--- config.mk ---
export PLATFORM = sky130hd
export DESIGN_NAME = opaddr_indexer
export DESIGN_NICKNAME = d
export VERILOG_FILES = /design/src/rtl/opaddr_indexer.sv
export SDC_FILE = /design/constraint.sdc
export NUM_CORES = 1
export LEC_CHECK = 0
export ABC_AREA = 1
export BUFFER_PORTS_ARGS = -buffer_cell sky130_fd_sc_hd__buf_2
export CORE_UTILIZATION = 49
export CTS_BUF_LIST = sky130_fd_sc_hd__clkbuf_16
export DETAILED_ROUTE_END_ITERATION = 10
export GPL_ROUTABILITY_DRIVEN = 0
export HOLD_SLACK_MARGIN = 0.03
export PLACE_DENSITY = 0.81
export SYNTH_ARGS = -nofsm -noshare
export SYNTH_HDL_FRONTEND = slang
export SYNTH_SLANG_ARGS = --single-unit
--- constraint.sdc ---
create_clock -name clk -period 6.45 [get_ports clk]
set_clock_uncertainty 0.2 [all_clocks]
set_input_delay 1.29 -clock clk [delete_from_list [all_inputs] [get_ports clk]]
set_output_delay 1.29 -clock clk [all_outputs]
set_load 0.02 [all_outputs]
--- src/rtl/opaddr_indexer.sv ---
module opaddr_indexer #(
  parameter int AW = 18,
  parameter int SW = 6,
  parameter int NMOD = 16
) (
  input  logic          clk,
  input  logic          rst_n,
  input  logic          start,
  input  logic [AW-1:0] addr_field,
  input  logic [SW-1:0] idx_sel,
  input  logic          mem_needed,
  input  logic [NMOD-1:0] mod_fitted,
  input  logic          ix_wr_en,
  input  logic          ix_wr_sel,
  input  logic [AW-1:0] ix_wr_data,
  output logic          mem_req,
  output logic [3:0]    mem_addr,
  input  logic          mem_ack,
  input  logic [AW-1:0] mem_rdata,
  output logic          done,
  output logic [AW-1:0] eff_addr,
  output logic          illegal_addr,
  output logic [AW-1:0] xmod_q
);
  localparam int ND = 3;
  localparam int TW = AW - 4*ND;
  localparam int MB = $clog2(NMOD);

  typedef enum logic [2:0] {S_IDLE, S_FETCH, S_COPY, S_ADD, S_DONE} st_t;

  st_t           state;
  logic [AW-1:0] oa, rdbuf, xs_a, xs_b;
  logic [SW-1:0] xh;
  logic          need_q;

  function automatic logic [AW-1:0] mix_add(input logic [AW-1:0] a, input logic [AW-1:0] b);
    logic [AW-1:0] r;
    logic [4:0]    s;
    logic          c;
    c = 1'b0;
    r = '0;
    for (int i = 0; i < ND; i++) begin
      s = {1'b0, a[4*i +: 4]} + {1'b0, b[4*i +: 4]} + {4'b0, c};
      if (s > 5'd9) begin
        s = s - 5'd10;
        c = 1'b1;
      end else begin
        c = 1'b0;
      end
      r[4*i +: 4] = s[3:0];
    end
    r[AW-1 -: TW] = a[AW-1 -: TW] + b[AW-1 -: TW] + {{(TW-1){1'b0}}, c};
    return r;
  endfunction

  wire sel_static = (idx_sel == SW'(16)) || (idx_sel == SW'(17));
  wire sel_mem    = (idx_sel != '0) && (idx_sel < SW'(16));
  wire accept     = (state == S_IDLE) && start;

  always_ff @(posedge clk) begin
    if (!rst_n) begin
      state  <= S_IDLE;
      oa     <= '0;
      xh     <= '0;
      need_q <= 1'b0;
      rdbuf  <= '0;
      xmod_q <= '0;
    end else begin
      case (state)
        S_IDLE: if (start) begin
          oa     <= addr_field;
          xh     <= idx_sel;
          need_q <= mem_needed;
          state  <= sel_static ? S_COPY : (sel_mem ? S_FETCH : S_DONE);
        end
        S_FETCH: if (mem_ack) begin
          rdbuf <= mem_rdata;
          state <= S_COPY;
        end
        S_COPY: begin
          xmod_q <= (xh == SW'(16)) ? xs_a : ((xh == SW'(17)) ? xs_b : rdbuf);
          state  <= S_ADD;
        end
        S_ADD: begin
          oa    <= mix_add(oa, xmod_q);
          state <= S_DONE;
        end
        default: state <= S_IDLE;
      endcase
    end
  end

  always_ff @(posedge clk) begin
    if (!rst_n) begin
      xs_a <= '0;
      xs_b <= '0;
    end else if (ix_wr_en) begin
      if (ix_wr_sel) xs_b <= ix_wr_data;
      else           xs_a <= ix_wr_data;
    end
  end

  assign mem_req      = (state == S_FETCH);
  assign mem_addr     = xh[3:0];
  assign done         = (state == S_DONE);
  assign eff_addr     = oa;
  assign illegal_addr = done && need_q && !mod_fitted[oa[AW-1 -: MB]];

  p_req_addr_r4: assert property (@(posedge clk) disable iff (!rst_n)
    mem_req |-> (mem_addr != 4'd0));

  p_done_pulse_r10: assert property (@(posedge clk) disable iff (!rst_n)
    done |=> !done);

  p_illegal_with_done_r7: assert property (@(posedge clk) disable iff (!rst_n)
    illegal_addr |-> done);

  p_xmod_hold_r6: assert property (@(posedge clk) disable iff (!rst_n)
    (state != S_COPY) |=> $stable(xmod_q));

  p_bypass_r2: assert property (@(posedge clk) disable iff (!rst_n)
    (accept && !sel_static && !sel_mem) |=> (done && !mem_req && eff_addr == $past(addr_field)));

  p_busy_ignore_r9: assert property (@(posedge clk) disable iff (!rst_n)
    (state == S_FETCH && !mem_ack) |=> (state == S_FETCH));
endmodule

Word level (Yosys, flattened, before mapping)
Cells that the tools add are included. Widths: inputs -> output; s select.

Add/sub/neg operators: 10. $mul: 0. Div/mod/pow operators: 0. Magnitude comparators: 5. Equal/unequal tests: 10. Shift operators: 0. Multiplexer cells: 23. Bitwise operators: 1. Reductions and logical operators: 14.

Operator list (number): $mux 18 (3); $pmux 18 s2 (1); $eq 6x5->1 const B (4); $add 4x4->5 (3); $gt 5x4->1 const B (3); $mux 3 (4); $mux 4 (3); $pmux 3 s4 (1); $reduce_and 2->1 (6); $sub 4x4->4 const B (3); $add 5x1->5 (2); $mux 1 (10); $add 6x1->6 (1); $add 6x6->6 (1); $eq 3x2->1 const B (2); $lt 6x5->1 const B (1); $reduce_bool 6->1 (1); $lt 4x5->1 const B (1); $bmux 1 s4 (1); $eq 3x1->1 const B (1); $eq 3x3->1 const B (1); $logic_and 1x1->1 (3); $logic_not 3->1 (1); $ne 2x1->1 const B (1); 5 further kinds (5).

Register bits after elaboration: 100. Latch bits: 0. Memory bits (writable): 0. Memory bits (read-only): 0. Input port bits: 83. Output and inout port bits: 43. Word-level logic and storage cells: 71. Memories kept: 0.

Logic depth before layout (Yosys ltp)
Gate-level depths: netlist of run 1.

Depth after elaboration: 17. Gate-level depth with buffers: 52. Mapped depth without buffers: 52.

Worst setup path after synthesis of run 1
No wires, ideal clock.

Kind: flip-flop to flip-flop. Start: register oa[0], in the netlist eff_addr[0]. End: register oa[16], in the netlist eff_addr[16]. Library setup time: 0.134 ns. Arrival: 6.137 ns. Required time: 6.116 ns. Path slack: -0.021 ns. Stages on the path, launching flop included: 46. Path buffers: 0. Clock period less this slack: 6.471 ns. Cells stage by stage: dfxtp_1 > ha_1 > inv_1 > fa_1 > nand2_1 > nand2_1 > ha_1 > inv_1 > a21oi_1 > a21oi_1 > nand2_1 > nand2_1 > inv_1 > fa_1 > inv_1 > fa_1 > inv_1 > ha_1 > (+10 left out) > inv_1 > ha_1 > nand2_1 > nand2_1 > nand2_1 > inv_1 > nand2_1 > nand2_1 > inv_1 > fa_1 > fa_1 > inv_1 > nand2_1 > nand2_1 > a21oi_1 > xnor2_1 > o21ai_0 > a21oi_1.

Word-level cells in the longest chain between the ends: 17.

Ends and longest elaborated chain: start, declared (line 32) `logic [AW-1:0] oa, rdbuf, xs_a, xs_b;`; start signal, assigned (line 71) `oa <= addr_field;`; start signal, assigned (line 85) `oa <= mix_add(oa, xmod_q);`; $add 4x4->5 (line 43) `s = {1'b0, a[4*i +: 4]} + {1'b0, b[4*i +: 4]} + {4'b0, c};`; $gt 5x4->1 (line 44) `if (s > 5'd9) begin`; $mux 1 (line 44); $mux 1 (line 69) `case (state)`; $mux 1 (line 61) `if (!rst_n) begin`; $add 5x1->5 (line 43); $gt 5x4->1 (line 44); $mux 1 (line 44); $mux 1 (line 69); $mux 1 (line 61); $add 5x1->5 (line 43); $gt 5x4->1 (line 44); $mux 1 (line 44); $mux 1 (line 69); $mux 1 (line 61); $add 6x1->6 (line 52) `r[AW-1 -: TW] = a[AW-1 -: TW] + b[AW-1 -: TW] + {{(TW-1){1'b0}}, c};`; $pmux 18 s2 (line 69).

No other way between the ends. The select of a mux whose other input is x is not followed. A chain may end at the register's enable or synchronous reset.

Worst setup path in the final report of run 1
Ends and elaborated chain as after synthesis.

==> flow_summary.ini, run 1 <==
[pwr]
p_sw_frac = 0.301
p_switching_mw = 0.464
p_comb_frac = 0.207
clock_power_share = 0.348
power_density_mw_per_mm2 = 241
power_frac_seq = 0.445
ir_drop_v = 0.000177
intPower_mw = 1.08
leakage_nw = 3.05

[sta]
setup_viol = 0
rsz0062_at_grt = yes
holdWs_ns = 0.251
hold_viol_final = 0
timing.final.crit_period_ns = 6.28
layout_setup_ws_ns = 0.168
drv_slew = 0
fin_crit_sh = 0.974
max_freq_ghz = 0.159
worst_slew_pin_slew_ns = 0.951
slew_headroom = 0.364
setup_tns_ns = 0

[yosys]
synth_nets = 851
ys_async_sr_fraction = 0
syn_area_mm2 = 0.00527
avgSynthCellArea_um2 = 7.11
synth_top_cell_by_area = dfxtp_1
synth_edf_count = 0
synthTopCellsByArea = dfxtp_1 (38%), o21ai_0 (10%), a21oi_1 (8.1%)
synth-seq-cells = 100
ys_types = 42
ys.warnings.count = 0
netlist_instances = 741
synth_top_area_share = 0.380
synthFlopType = dfxtp_1
ys_seq_area_frac = 0.380

[cells_and_area]
diodes = 0
final_cell_mix = buf_2 (125), o21ai_0 (107), nand2_1 (102)
final_net_count = 966
mostFrequentLayoutCell = buf_2
stdcell_area_mm2 = 0.00639
postLayoutCoreUtil = 0.616
drive_gt1_frac = 0.253
area.growth.synth_to_final_pct = 21.3
fill_cells = 949

[run]
max_cap_violations = 0

[critical_path]
cp_data_arrival_time_ns = 6.28
cp_slowest_cell = fa_2
r2r_setup_slack_ns = 0.17
max_stage_delay_ns = 0.44
crit_buf_inv = 12
critPathKind = reg -> reg
critPathRequiredTime_ns = 6.45
worstSetupStartpointType = register
critPathCaptureType = register
cp_max_fo = 4
cp_common_cell = inv_2
critical-path-top-delay-family = adder cells

[clock_tree]
root_buffer = clkbuf_16
cts_tree = yes
clk_path_buf_depth = 2
clkTransAtPathRegs_ns = 0.07
cts_buffers = 9
clock-sinks = 100
hold_buffers = 0
insertion_delay_ns = 0.34
cts.htree.levels = 3

[global_routing]
grt_usage = 0.254
grt.overflow.total = 0
antenna_found_initial = 0
grt_pass1_wl_um = 22900
grt_pass1_vias = 4853
grt_max_degree = 87

[hold_path]
hold_class = reg -> reg

[placed_design]
placed_area_mm2 = 0.00595
io_buffers = 125
hpwl_um = 9810
post-place-ws_ns = -0.125

[floorplanning]
die-height_um = 106
rows = 37
core_area_mm2 = 0.0104
initial_core_util = 0.508
fp.dieArea_mm2 = 0.0112
ios = 126
dieWidth_um = 106

[run_status]
outcome = finished, final reports clean

[route]
avgViaCountPerCell = 5.34
drtIter0Drc = 393
drc_errors = 0
routed_wl_um = 14300
wl_per_cell_um = 14.4
vias = 5325
drt_pass1_iterations = 5
antenna_left = 0
registers in the layout, summed over array words and instances (netlist names):
name	cells
eff_addr	18
rdbuf	18
xmod_q	18
xs_a	18
xs_b	18
xh	6
state	3
need_q	1
area by class of cell:
class,instances,area (um2),share of cell area
multi-input cells,512,2830,0.443
flip-flops and latches,100,2000,0.314
repair buffers,140,738,0.116
inverters,93,352,0.0551
clock buffers,9,225,0.0353
well taps,136,170,0.0266
clock inverters,7,66.3,0.0104
power by group through the flow:
stage	logic, mW	clock network (mW)	registers, mW
floorplan	0.187	0	0.708
global placement	0.286	0	0.698
detailed placement	0.289	0	0.699
CTS	0.293	0.542	0.685
global route	0.356	0.567	0.690
finish	0.319	0.537	0.686
cells in the mapped netlist, types with 3 or more instances:
| cell | n |
|---|---|
| xnor2_1 | 3 |
| a211oi_1 | 4 |
| fa_1 | 7 |
| nor2_2 | 4 |
| clkbuf_1 | 21 |
| nand4_1 | 3 |
| buf_4 | 5 |
| a31oi_1 | 4 |
| nor2_1 | 98 |
| nand2_1 | 113 |
| nor2_4 | 3 |
| nand3_1 | 29 |
| dfxtp_1 | 100 |
| inv_1 | 87 |
| a21oi_1 | 85 |
| o21ai_0 | 108 |
| o21ai_1 | 4 |
| inv_2 | 3 |
| o211ai_1 | 5 |
| ha_1 | 20 |
| buf_2 | 6 |
| buf_6 | 3 |
per-layer routing:
layer	up-vias	wire, um	track usage
met5	-	0	0
met4	0	301	0.0804
met3	31	1080	0.0495
met2	216	6680	0.428
met1	2410	6280	0.328
li1	2668	-	-
final timing paths:
kind | from | to | cells after the start
worst max-delay path | eff_addr[0] | eff_addr[16] | 45
worst min-delay path | xs_b[10] | xs_b[10] | 2
worst max register to register | eff_addr[0] | eff_addr[16] | 45
worst min register to register | xs_b[10] | xs_b[10] | 2
worst min-delay path, stage by stage, from the launching register on:
cell	delay [ns]
dfxtp_1	0.29
inv_1	0.06
a21oi_1	0.05
metrics by stage:
step / power [mW] / cells
6_report: 1.54 / 997
3_5_place_dp: 0.988 / 975
4_1_cts: 1.52 / 991
3_3_place_gp: 0.984 / 975
2_1_floorplan: 0.895 / 741
5_1_grt: 1.61 / 997
cell families after synthesis:
logic type,count (synthesis),share of synthesized area
adder cells (fa/ha/maj),27,0.0741
flip-flops,100,0.380
XOR/XNOR,3,0.00499
buffers and inverters,129,0.102
multiplexers,1,0.00190
AND/OR/NAND/NOR,259,0.210
AO/OA/AOI/OAI,222,0.227
what timing repair did:
action	CTS	global route
gates resized for setup	6	38
setup endpoints to repair	1	6
pin swaps	1	11
buffers inserted	0	6
Power figures use the tool's default switching activity.
==> run 2: changes to the inputs <==
--- a/config.mk
+++ b/config.mk
@@ -7,5 +7,5 @@
 export LEC_CHECK = 0
 export ABC_AREA = 1
-export BUFFER_PORTS_ARGS = -buffer_cell sky130_fd_sc_hd__buf_2
+export BUFFER_PORTS_ARGS = -buffer_cell sky130_fd_sc_hd__clkbuf_2
 export CORE_UTILIZATION = 49
 export CTS_BUF_LIST = sky130_fd_sc_hd__clkbuf_16
==> constraint.sdc (replaced) <==
create_clock -name clk -period 6.45 [get_ports clk]
set_clock_uncertainty 0.2 [all_clocks]
set_input_delay 0.3225 -clock clk [delete_from_list [all_inputs] [get_ports clk]]
set_output_delay 0.3225 -clock clk [all_outputs]
set_load 0.02 [all_outputs]
==> flow_summary.ini, run 2 (same netlist as run 1, synthesis figures left out) <==
[floorplanning]
die-height_um = 106
core_area_mm2 = 0.0104
ios = 126
fp.dieArea_mm2 = 0.0112
initial_core_util = 0.508
dieWidth_um = 106
rows = 37

[placed_design]
dp_cells = 974
post-place-ws_ns = -0.306
hpwl_um = 10100
io_buffers = 125

[critical_path]
max_stage_delay_ns = 0.61
critPathRequiredTime_ns = 6.45
regToRegStartpoint = xmod_q[0]
r2r_cells = 42
critPathKind = reg -> reg
crit_buf_inv = 11
critPathCaptureType = register
cp_max_fo = 4
critical-path-top-delay-family = adder cells
r2r-end = eff_addr[16]
r2r_setup_slack_ns = -0.001
cp_slowest_cell = fa_2
worstSetupStartpointType = register
cp_data_arrival_time_ns = 6.45

[clock_tree]
insertion_delay_ns = 0.34
cts_tree = yes
clkTransAtPathRegs_ns = 0.07
clk_path_buf_depth = 2
cts.htree.levels = 3
cts_buffers = 9
clock-sinks = 100
root_buffer = clkbuf_16

[route]
drtIter0Drc = 491
avgViaCountPerCell = 5.43
drc_errors = 0
wl_per_cell_um = 14.8
antenna_left = 0
vias = 5568
drt_pass1_iterations = 6
routed_wl_um = 15200

[cells_and_area]
mostFrequentLayoutCell = clkbuf_2
fill_cells = 875
final_net_count = 994
area.growth.synth_to_final_pct = 28.2
diodes = 0
drive_gt1_frac = 0.256
final_cell_mix = clkbuf_2 (125), o21ai_0 (107), nand2_1 (102)
fin_cells = 1025

[hold_path]
min_from = addr_field[4]
hold_path_depth = 3
hold_end = eff_addr[4]
hold_class = in -> reg

[global_routing]
antenna_found_initial = 0
grt_pass1_wl_um = 24100
grt.overflow.total = 0
grt_usage = 0.267
grt_pass1_vias = 5278
grt_max_degree = 87

[pwr]
power_density_mw_per_mm2 = 245
leakage_nw = 3.19
ir_drop_v = 0.000160

[sta]
hold_viol_final = 0
drv_slew = 0
timing.final.crit_period_ns = 6.45
layout_setup_ws_ns = -0.00134
rsz0062_at_grt = yes
setup_viol = 1
max_freq_ghz = 0.155
worst_slew_pin_slew_ns = 0.941
fin_crit_sh = 1.00
slew_headroom = 0.371

[run_status]
violations = negative setup slack
outcome = finished, violations left

[run]
max_cap_violations = 0
[run 2: worst register-to-register path: cells and delay by family (launching register included)]
family                   cells  cell delay (ns)
XOR/XNOR                     1             0.13
buffers and inverters       11             0.73
adder cells (fa/ha/maj)     11             3.54
flip-flops                   1             0.36
AND/OR/NAND/NOR             14             0.91
AO/OA/AOI/OAI                5             0.47
[run 2: metal layers]
layer / global-route usage / up-vias / wire length [um]
li1: - / 2725 / -
met1: 0.328 / 2564 / 6470
met2: 0.467 / 242 / 7280
met3: 0.0408 / 37 / 1110
met4: 0.106 / 0 / 333
met5: 0 / - / 0
[run 2: worst max-delay path by stage]
stage                           start            to  slack (ns)  depth (start not counted)
after floorplan           eff_addr[1]  eff_addr[16]        0.05                         44
after global placement    eff_addr[0]  eff_addr[16]        0.03                         45
after detailed placement  eff_addr[0]  eff_addr[16]       -0.31                         45
after CTS                 eff_addr[0]  eff_addr[16]        0.01                         46
after global routing        xmod_q[0]  eff_addr[16]       -0.31                         45
final                       xmod_q[0]  eff_addr[16]      -0.001                         42
[run 2: cell type report]
class	count	area [um2]	area share
well taps	136	170	0.0252
repair buffers	168	1000	0.149
clock inverters	7	113	0.0167
multi-input cells	512	2880	0.427
flip-flops and latches	100	2000	0.297
clock buffers	9	225	0.0334
inverters	93	354	0.0525
[run 2: stage by stage]
stage | cell area (um2) | util | power, mW | TNS (ns) | hold slack (ns)
3_3_place_gp | 5940 | 0.573 | 0.982 | 0 | 0.234
6_report | 6750 | 0.651 | 1.66 | -0.00134 | 0.0345
3_5_place_dp | 5940 | 0.573 | 0.990 | -0.384 | 0.242
2_1_floorplan | 5270 | - | 0.895 | 0 | 0.225
5_1_grt | 6750 | 0.651 | 1.72 | -0.458 | 0.0439
4_1_cts | 6600 | 0.636 | 1.62 | 0 | 0.0313
[run 2: power by group]
group / internal, mW / switching (mW)
Clock: 0.378 / 0.237
Sequential: 0.656 / 0.0311
Combinational: 0.143 / 0.212
Total: 1.18 / 0.480
[run 2: repair_timing]
| item | 4_1_cts | 5_1_grt |
|---|---|---|
| gates resized for setup | 24 | 28 |
| hold endpoints to repair | 22 | 0 |
| endpoints found under the setup margin | 3 | 4 |
| setup buffers | 5 | 8 |
| pin swaps | 9 | 17 |
| hold buffers | 22 | 0 |
